[src/rtl/ea_pkg.sv]
package ea_pkg;
    localparam int XLEN   = 32;
    localparam int NREG   = 8;
    localparam int RIDX   = $clog2(NREG);
    localparam int HLEN   = XLEN / 2;

    localparam logic [RIDX-1:0] R_BX = 3'd3;
    localparam logic [RIDX-1:0] R_SP = 3'd4;
    localparam logic [RIDX-1:0] R_BP = 3'd5;
    localparam logic [RIDX-1:0] R_SI = 3'd6;
    localparam logic [RIDX-1:0] R_DI = 3'd7;

    typedef enum logic [1:0] {
        MD_NODISP = 2'b00,
        MD_DISP8  = 2'b01,
        MD_DISPW  = 2'b10,
        MD_REG    = 2'b11
    } mode_e;

    typedef enum logic {
        SEG_DS = 1'b0,
        SEG_SS = 1'b1
    } seg_e;

    typedef logic [NREG-1:0][XLEN-1:0] regs_t;

    typedef struct packed {
        logic            is_reg;
        logic [RIDX-1:0] idx;
        seg_e            seg;
        logic [XLEN-1:0] ea;
    } ea_res_t;

    function automatic logic [XLEN-1:0] sext8(input logic [7:0] b);
        return {{(XLEN-8){b[7]}}, b};
    endfunction
endpackage

[src/rtl/ea16_calc.sv]
module ea16_calc
    import ea_pkg::*;
(
    input  mode_e                mode,
    input  logic [RIDX-1:0]      rm,
    input  logic [HLEN-1:0]      disp,
    input  regs_t                regs,
    output logic [HLEN-1:0]      ea,
    output seg_e                 seg
);
    logic [HLEN-1:0] term_a, term_b, term_d;
    logic            uses_bp;

    always_comb begin
        term_a  = '0;
        term_b  = '0;
        uses_bp = 1'b0;
        case (rm)
            3'd0: begin term_a = regs[R_BX][HLEN-1:0]; term_b = regs[R_SI][HLEN-1:0]; end
            3'd1: begin term_a = regs[R_BX][HLEN-1:0]; term_b = regs[R_DI][HLEN-1:0]; end
            3'd2: begin term_a = regs[R_BP][HLEN-1:0]; term_b = regs[R_SI][HLEN-1:0]; uses_bp = 1'b1; end
            3'd3: begin term_a = regs[R_BP][HLEN-1:0]; term_b = regs[R_DI][HLEN-1:0]; uses_bp = 1'b1; end
            3'd4: term_a = regs[R_SI][HLEN-1:0];
            3'd5: term_a = regs[R_DI][HLEN-1:0];
            3'd6: begin
                if (mode != MD_NODISP) begin
                    term_a  = regs[R_BP][HLEN-1:0];
                    uses_bp = 1'b1;
                end
            end
            default: term_a = regs[R_BX][HLEN-1:0];
        endcase

        case (mode)
            MD_NODISP: term_d = (rm == 3'd6) ? disp : '0;
            MD_DISP8:  term_d = {{(HLEN-8){disp[7]}}, disp[7:0]};
            default:   term_d = disp;
        endcase

        ea  = term_a + term_b + term_d;
        seg = uses_bp ? SEG_SS : SEG_DS;
    end
endmodule

[src/rtl/ea32_calc.sv]
module ea32_calc
    import ea_pkg::*;
(
    input  mode_e                mode,
    input  logic [RIDX-1:0]      rm,
    input  logic [7:0]           sib,
    input  logic [XLEN-1:0]      disp,
    input  regs_t                regs,
    output logic [XLEN-1:0]      ea,
    output seg_e                 seg
);
    logic            has_sib;
    logic [RIDX-1:0] base_code;
    logic [RIDX-1:0] index_code;
    logic [1:0]      scale;
    logic            no_base;
    logic [XLEN-1:0] base_v, index_v, disp_v;

    always_comb begin
        has_sib    = (rm == R_SP);
        base_code  = has_sib ? sib[2:0] : rm;
        index_code = sib[5:3];
        scale      = sib[7:6];
        no_base    = (mode == MD_NODISP) && (base_code == R_BP);

        base_v  = no_base ? '0 : regs[base_code];
        index_v = (has_sib && index_code != R_SP) ? (regs[index_code] << scale) : '0;

        case (mode)
            MD_NODISP: disp_v = no_base ? disp : '0;
            MD_DISP8:  disp_v = sext8(disp[7:0]);
            default:   disp_v = disp;
        endcase

        ea  = base_v + index_v + disp_v;
        seg = (!no_base && (base_code == R_SP || base_code == R_BP)) ? SEG_SS : SEG_DS;
    end
endmodule

[src/rtl/ea_calc_stage.sv]
module ea_calc_stage
    import ea_pkg::*;
(
    input  logic                 clk,
    input  logic                 rst,
    input  logic                 in_valid,
    input  logic                 addr32,
    input  logic [7:0]           modrm,
    input  logic [7:0]           sib,
    input  logic [XLEN-1:0]      disp,
    input  logic [NREG*XLEN-1:0] reg_file,
    output logic                 out_valid,
    output logic                 opnd_is_reg,
    output logic [RIDX-1:0]      opnd_reg,
    output logic                 seg_is_ss,
    output logic [XLEN-1:0]      eff_addr
);
    regs_t           regs;
    mode_e           mode;
    logic [RIDX-1:0] rm;
    logic [HLEN-1:0] ea16;
    logic [XLEN-1:0] ea32;
    seg_e            seg16, seg32;
    ea_res_t         res_d, res_q;
    logic            valid_q;

    for (genvar g = 0; g < NREG; g++) begin : g_unpack
        assign regs[g] = reg_file[g*XLEN +: XLEN];
    end

    assign mode = mode_e'(modrm[7:6]);
    assign rm   = modrm[2:0];

    ea16_calc u_ea16 (
        .mode (mode),
        .rm   (rm),
        .disp (disp[HLEN-1:0]),
        .regs (regs),
        .ea   (ea16),
        .seg  (seg16)
    );

    ea32_calc u_ea32 (
        .mode (mode),
        .rm   (rm),
        .sib  (sib),
        .disp (disp),
        .regs (regs),
        .ea   (ea32),
        .seg  (seg32)
    );

    always_comb begin
        res_d = '0;
        if (mode == MD_REG) begin
            res_d.is_reg = 1'b1;
            res_d.idx    = rm;
            res_d.seg    = SEG_DS;
        end else if (addr32) begin
            res_d.ea  = ea32;
            res_d.seg = seg32;
        end else begin
            res_d.ea  = {{(XLEN-HLEN){1'b0}}, ea16};
            res_d.seg = seg16;
        end
    end

    always_ff @(posedge clk) begin
        if (rst) begin
            res_q   <= '0;
            valid_q <= 1'b0;
        end else begin
            valid_q <= in_valid;
            if (in_valid) res_q <= res_d;
        end
    end

    assign out_valid   = valid_q;
    assign opnd_is_reg = res_q.is_reg;
    assign opnd_reg    = res_q.idx;
    assign seg_is_ss   = (res_q.seg == SEG_SS);
    assign eff_addr    = res_q.ea;

    AST_REG_OPERAND: assert property (@(posedge clk) disable iff (rst)
        in_valid && modrm[7:6] == 2'b11 |=> opnd_is_reg && opnd_reg == $past(modrm[2:0]) && eff_addr == '0 && !seg_is_ss);
    AST_MEM_OPERAND: assert property (@(posedge clk) disable iff (rst)
        in_valid && modrm[7:6] != 2'b11 |=> !opnd_is_reg);
    AST_NARROW_UPPER_ZERO: assert property (@(posedge clk) disable iff (rst)
        in_valid && !addr32 |=> eff_addr[XLEN-1:HLEN] == '0);
    AST_VALID_FOLLOWS: assert property (@(posedge clk) disable iff (rst)
        in_valid |=> out_valid);
    AST_VALID_PULSE: assert property (@(posedge clk) disable iff (rst)
        !in_valid |=> !out_valid);
    AST_RESULT_HELD: assert property (@(posedge clk) disable iff (rst)
        !in_valid |=> $stable(eff_addr) && $stable(opnd_is_reg) && $stable(seg_is_ss) && $stable(opnd_reg));
endmodule

[config.mk]
export PLATFORM = sky130hd
export DESIGN_NAME = ea_calc_stage
export DESIGN_NICKNAME = d
export VERILOG_FILES = /design/src/rtl/ea_pkg.sv /design/src/rtl/ea16_calc.sv /design/src/rtl/ea32_calc.sv /design/src/rtl/ea_calc_stage.sv
export SDC_FILE = /design/constraint.sdc
export NUM_CORES = 1
export LEC_CHECK = 0
export CORE_UTILIZATION = 50
export CTS_BUF_LIST = sky130_fd_sc_hd__clkbuf_4 sky130_fd_sc_hd__clkbuf_8
export CTS_CLUSTER_SIZE = 28
export DETAILED_ROUTE_END_ITERATION = 6
export DONT_BUFFER_PORTS = 1
export PLACE_DENSITY = 0.68
export SLEW_MARGIN = 20
export SYNTH_ARGS = -nofsm -noshare
export SYNTH_HDL_FRONTEND = slang
export SYNTH_SLANG_ARGS = --single-unit
[constraint.sdc]
create_clock -name clk -period 5.6 [get_ports clk]
set_input_delay 1.12 -clock clk [delete_from_list [all_inputs] [get_ports clk]]
set_output_delay 1.12 -clock clk [all_outputs]
set_load 0.01 [all_outputs]
==> results_dict.tcl, run 1 <==
set metrics [dict create \
    status "completed" \
    hold_viol_final 0 \
    ys_ff_latch 38 \
    cts_root_buf "clkbuf_8" \
    place_area_sq_um 11400 \
    drive_gt1_share_pct 14.1 \
    synthArstFlopShare_pct 0 \
    first_pass_iters 5 \
    antenna_found_initial 0 \
    final_common_cell "nand2_1" \
    layout_common_cells "nand2_1 (394), nand3_1 (162), inv_1 (102)" \
    period_minus_slack_ns 5.31 \
    htree_num_levels 2 \
    drc 0 \
    dr.first_iter.drc_count 838 \
    via_per_inst 6.42 \
    wl_per_cell_um 22.3 \
    vias 11500 \
    path_max_fanout 29 \
    clk_latency_ns 0.29 \
    synth_edf_count 0 \
    p_int_mw 1.21 \
    total_power_mw 2.24 \
    power_frac_comb_pct 72.1 \
    fmax_ghz 0.188 \
    finalClockSkew_ns 0 \
    vdd_drop_max_mv 0.102 \
    largest_register_ff_count 32 \
    syn-num-nets 1947 \
    cts_setup_buffers 0 \
    grt_pass1_wl_um 61100 \
    syn_area_per_cell_sq_um 7.05 \
    cellPowerDensity_nw_per_um2 193 \
    syn-instance-count 1547 \
    p_leak_nw 5.24 \
    switchingPower_mw 1.04 \
    swShare_pct 46.2 \
    ys_types 66 \
    clockBufferDepth 2 \
    crit_path_start_kind "input port" \
    clk_transition_reported_paths_ns 0.08 \
    cts_tree "done" \
    required_ns 5.79 \
    path_class "input port to flop" \
    timing.final.crit_share_pct 94.9 \
    fp.dieH_um 150 \
    dominantRegCellSynth "dfxtp_1" \
    grt_max_degree 66 \
    syn_area_sq_um 10900 \
    start_util_pct 51.4 \
    worst_pin_slew_ns 0.734 \
    io_buffers 0 \
    dp_hpwl_um 32200 \
    pin_count 346 \
    grtUsageTotal_pct 35.1 \
    setup_viol 0 \
    wl_um 40000 \
    layout.nets 1913 \
    grt_setup_unrepaired "false" \
    cts_sinks 38 \
    hold_path.class "flop to flop" \
    seq_area_frac_synth_pct 6.97 \
    grt_pass1_vias 11600 \
    die_x_um 150 \
    ant_nets 0 \
    p_clk_share_pct 12.8 \
    hold-worst-slack_ns 0.490 \
    area_delta_synth_final_pct 6.39 \
    seqPwrFrac_pct 15.1 \
    dieArea_sq_um 22400 \
    rr_worst_depth 3 \
    core_sq_um 21200 \
    yosys_warnings 0 \
    slew-limit-headroom_pct 51.1 \
    numCtsBuffers 5 \
    crit_path_end_kind "flop" \
    whs_path_depth 2 \
    rows 53 \
    final_core_util_pct 54.7 \
    globalRouteOverflowTotal 0 \
    gp_congestion 0.999 \
    maxSlewViolCount 0 \
    postLayoutCellArea_sq_um 11600 \
    maxCapViolCount 0 \
    worstPathArrival_ns 5.50 \
]
-- what timing repair did --
item / in CTS / in global routing
hold buffers: 0 / 0
gates resized for setup: 0 / 2
setup endpoints to repair: 0 / 3
-- Yosys cell counts, types with 5 or more instances --
cell type	number	area, sq um
nand2_1	396	1490
nand3_1	162	811
inv_1	102	383
a21oi_1	92	460
clkbuf_1	87	327
o21ai_0	83	415
nor2_1	81	304
mux4_2	66	1490
fa_1	48	961
mux2i_1	47	470
mux2_2	45	507
ha_1	44	551
dfxtp_1	38	761
o22a_1	27	236
xnor2_1	22	193
xor2_1	19	166
a221oi_1	18	158
buf_1	16	60.1
a21o_1	14	105
nand4_1	11	68.8
a22oi_1	10	75.1
a211oi_1	8	60.1
or3_1	8	50.1
buf_2	7	35.0
nor2b_1	7	43.8
nor3_1	7	35.0
o211ai_1	7	52.6
nand2b_1	5	31.3
o21bai_1	5	37.5
-- critical path, cell delays in order --
cell and delay [ns]:
and3b_1 0.35, o21ai_0 0.18, nor3_1 0.43, or3_1 0.22
buf_4 0.17, nand2_1 0.08, fa_1 0.48, inv_1 0.07
ha_1 0.31, a211oi_2 0.08, o21a_1 0.22, or4b_4 0.59
a2111oi_4 0.37, nor3_2 0.13, o31ai_2 0.26, a21oi_1 0.12
mux2_4 0.30
-- worst paths after layout --
| kind | start | endpoint | slack (ns) |
|---|---|---|---|
| worst max-delay path | modrm[1] | eff_addr[30]$_SDFFE_PP0P_ | 0.29 |
| worst min-delay path | eff_addr[28]$_SDFFE_PP0P_ | eff_addr[28]$_SDFFE_PP0P_ | 0.49 |
| worst max register to register | eff_addr[30]$_SDFFE_PP0P_ | eff_addr[30]$_SDFFE_PP0P_ | 4.70 |
| worst min register to register | eff_addr[28]$_SDFFE_PP0P_ | eff_addr[28]$_SDFFE_PP0P_ | 0.49 |
-- cell type report --
class | instances | area [sq um]
fillers | 2114 | 9620
multi-input cells | 1292 | 9350
flip-flops and latches | 38 | 761
repair buffers | 72 | 621
inverters | 104 | 390
well taps | 275 | 344
clock buffers | 5 | 68.8
clock inverters | 3 | 68.8
diodes | 1 | 2.50
-- logic make-up (layout without fill, tap and decap cells) --
family                   after synthesis  in the layout  share of synthesized area [%]
buffers and inverters                217            184                           7.73
multiplexers                         159            159                           22.7
AND/OR/NAND/NOR                      694            694                           27.2
other                                  0              1                              0
adder cells (fa/ha/maj)               92             92                           13.9
AO/OA/AOI/OAI                        306            306                           18.3
flip-flops                            38             38                           6.97
XOR/XNOR                              41             41                           3.29
-- power by group through the flow --
stage | registers, mW | logic (mW) | clock network [mW]
4_1_cts | 0.340 | 1.61 | 0.290
3_5_place_dp | 0.347 | 1.59 | 0
6_report | 0.339 | 1.62 | 0.288
5_1_grt | 0.343 | 1.79 | 0.301
3_3_place_gp | 0.346 | 1.58 | 0
2_1_floorplan | 0.337 | 1.20 | 0
-- metal layers --
layer  global-route usage [%]  vias to the layer above  wire length [um]
li1                         -                     5374                 -
met1                     38.1                     5351             14400
met2                     62.6                      623             19600
met3                     8.20                      142              3790
met4                     19.2                        0              2200
met5                        0                        -                 0
-- per-stage QoR --
| stage | std cells | worst slack [ns] | TNS [ns] |
|---|---|---|---|
| floorplan | 1547 | -0.00563 | -0.00563 |
| global placement | 1780 | 0.0168 | 0 |
| detailed placement | 1780 | -0.0629 | -0.0668 |
| CTS | 1788 | 0.234 | 0 |
| global route | 1789 | 0.0320 | 0 |
| finish | 1790 | 0.288 | 0 |
Power figures use the tool's default switching activity.
==> run 2, diff against run 1 <==
--- a/config.mk
+++ b/config.mk
@@ -5,12 +5,11 @@
 export SDC_FILE = /design/constraint.sdc
 export NUM_CORES = 1
 export LEC_CHECK = 0
-export CORE_UTILIZATION = 50
+export CORE_UTILIZATION = 32
 export CTS_BUF_LIST = sky130_fd_sc_hd__clkbuf_4 sky130_fd_sc_hd__clkbuf_8
 export CTS_CLUSTER_SIZE = 28
 export DETAILED_ROUTE_END_ITERATION = 6
 export DONT_BUFFER_PORTS = 1
-export PLACE_DENSITY = 0.68
 export SLEW_MARGIN = 20
 export SYNTH_ARGS = -nofsm -noshare
 export SYNTH_HDL_FRONTEND = slang
==> results_dict.tcl, run 2 (synthesis results as in run 1) <==
set metrics [dict create \
    clockBufferDepth 2 \
    numCtsBuffers 5 \
    worst_pin_slew_ns 0.618 \
    drive_gt1_share_pct 15.1 \
    final_common_cell "nand2_1" \
    cts_tree "done" \
    rows 67 \
    start_util_pct 32.5 \
    hold_buffers 0 \
    via_per_inst 5.75 \
    grt_max_degree 81 \
    path_max_fanout 65 \
    fp.dieH_um 187 \
    worstPathArrival_ns 5.44 \
    gp_congestion 0.926 \
    die_x_um 187 \
    io_buffers 0 \
    wl_per_cell_um 22.1 \
    crit_slowest_cell "fa_1" \
    required_ns 5.79 \
    hold_path.class "flop to flop" \
    crit_path_start_kind "input port" \
    crit_path_end_kind "flop" \
    period_minus_slack_ns 5.25 \
    maxCapViolCount 0 \
    ant_nets 0 \
    globalRouteOverflowTotal 0 \
    fill_cells 3644 \
    slew-limit-headroom_pct 57.7 \
    cellPowerDensity_nw_per_um2 186 \
    vdd_drop_max_mv 0.0942 \
    path_cells "mux4_2 > mux2i_1 > mux2_2 > or2_2 > fa_1 > inv_1 > ha_1 > fa_1 > a211oi_1 > o211ai_1 > a211oi_1 > buf_4 > o21ai_0 > nand4_1 > a21boi_0 > or3_1 > a32o_1" \
    core_sq_um 33500 \
    hold_viol_final 0 \
    reg2reg_slack_ns 4.68 \
    grt_pass1_wl_um 66500 \
    cts_resized 0 \
    drc 0 \
    total_power_mw 2.23 \
    setup_viol 0 \
    maxSlewViolCount 0 \
    pin_count 346 \
    multi_input_area_sq_um 9340 \
    cts_root_buf "clkbuf_8" \
    cts_sinks 38 \
    antenna_cells 0 \
    first_pass_iters 6 \
    finalClockSkew_ns 0 \
    layout.nets 1932 \
    critPathMaxStageDelay_ns 0.50 \
    fmax_ghz 0.190 \
    wl_um 43700 \
    status "completed" \
    p_leak_nw 5.32 \
    antenna_found_initial 0 \
    htree_num_levels 2 \
    grt_pass1_vias 11300 \
    place_area_sq_um 11900 \
    dp_hpwl_um 36000 \
    vias 11400 \
    postLayoutCellArea_sq_um 11900 \
    dr.first_iter.drc_count 1096 \
    cts_setup_buffers 0 \
    layout_common_cells "nand2_1 (394), nand3_1 (162), inv_1 (102)" \
    grtUsageTotal_pct 24.4 \
    register_area_sq_um 761 \
    grt_setup_unrepaired "false" \
    clk_latency_ns 0.30 \
    dieArea_sq_um 34800 \
    area_delta_synth_final_pct 9.52 \
    fin_tns_setup_ns 0 \
    timing.final.crit_share_pct 93.8 \
    path_class "input port to flop" \
    clk_transition_reported_paths_ns 0.08 \
    largest_register_ff_count 32 \
]
-- run 2: cell types whose count changed in the layout (fill, tap and decap cells not counted), sizes merged --
cell      delta
bufinv       -2
clkinvlp     +1
buf         +20
diode        -1
-- run 2: cell type report --
type	count	area share [%]
Clock buffer	6	0.691
Clock inverter	2	0.105
Inverter	104	3.27
Multi-Input combinational cell	1292	78.2
Sequential cell	38	6.37
Tap cell	448	4.69
Timing Repair Buffer	91	6.66
-- run 2: power by group --
| part | switching [mW] | internal (mW) |
|---|---|---|
| clock network | 0.100 | 0.0990 |
| logic | 0.923 | 0.758 |
| registers | 0.0444 | 0.302 |
-- run 2: metrics by stage --
step	utilization [%]	hold WS, ns	worst slack, ns	std cells
2_1_floorplan	-	0.467	-0.00563	1547
3_3_place_gp	35.3	0.497	0.130	1973
3_5_place_dp	35.3	0.500	0.116	1973
4_1_cts	35.6	0.512	0.419	1981
5_1_grt	35.6	0.548	0.0506	1981
6_report	35.6	0.510	0.345	1981
-- run 2: final timing paths --
kind	from	end	cells past startpoint
setup / recovery	sib[3]	eff_addr[29]$_SDFFE_PP0P_	17
hold / removal	opnd_reg[2]$_SDFFE_PP0P_	opnd_reg[2]$_SDFFE_PP0P_	2
setup reg to reg	eff_addr[30]$_SDFFE_PP0P_	eff_addr[30]$_SDFFE_PP0P_	3
hold reg to reg	opnd_reg[2]$_SDFFE_PP0P_	opnd_reg[2]$_SDFFE_PP0P_	2
-- run 2: worst max-delay path: cells and delay by family --
kind / cells / cell delay, ns
mux: 3 / 0.82
compound gates: 6 / 1.29
fa+ha+maj: 3 / 1.17
simple gates: 3 / 0.77
buf+inv: 2 / 0.20
-- run 2: layer usage --
metal	vias to the layer above	routed length, um	track usage, %
met2	563	18300	36.6
li1	5407	-	-
met4	0	1560	8.10
met5	-	0	0
met3	79	4700	7.07
met1	5336	19200	33.3
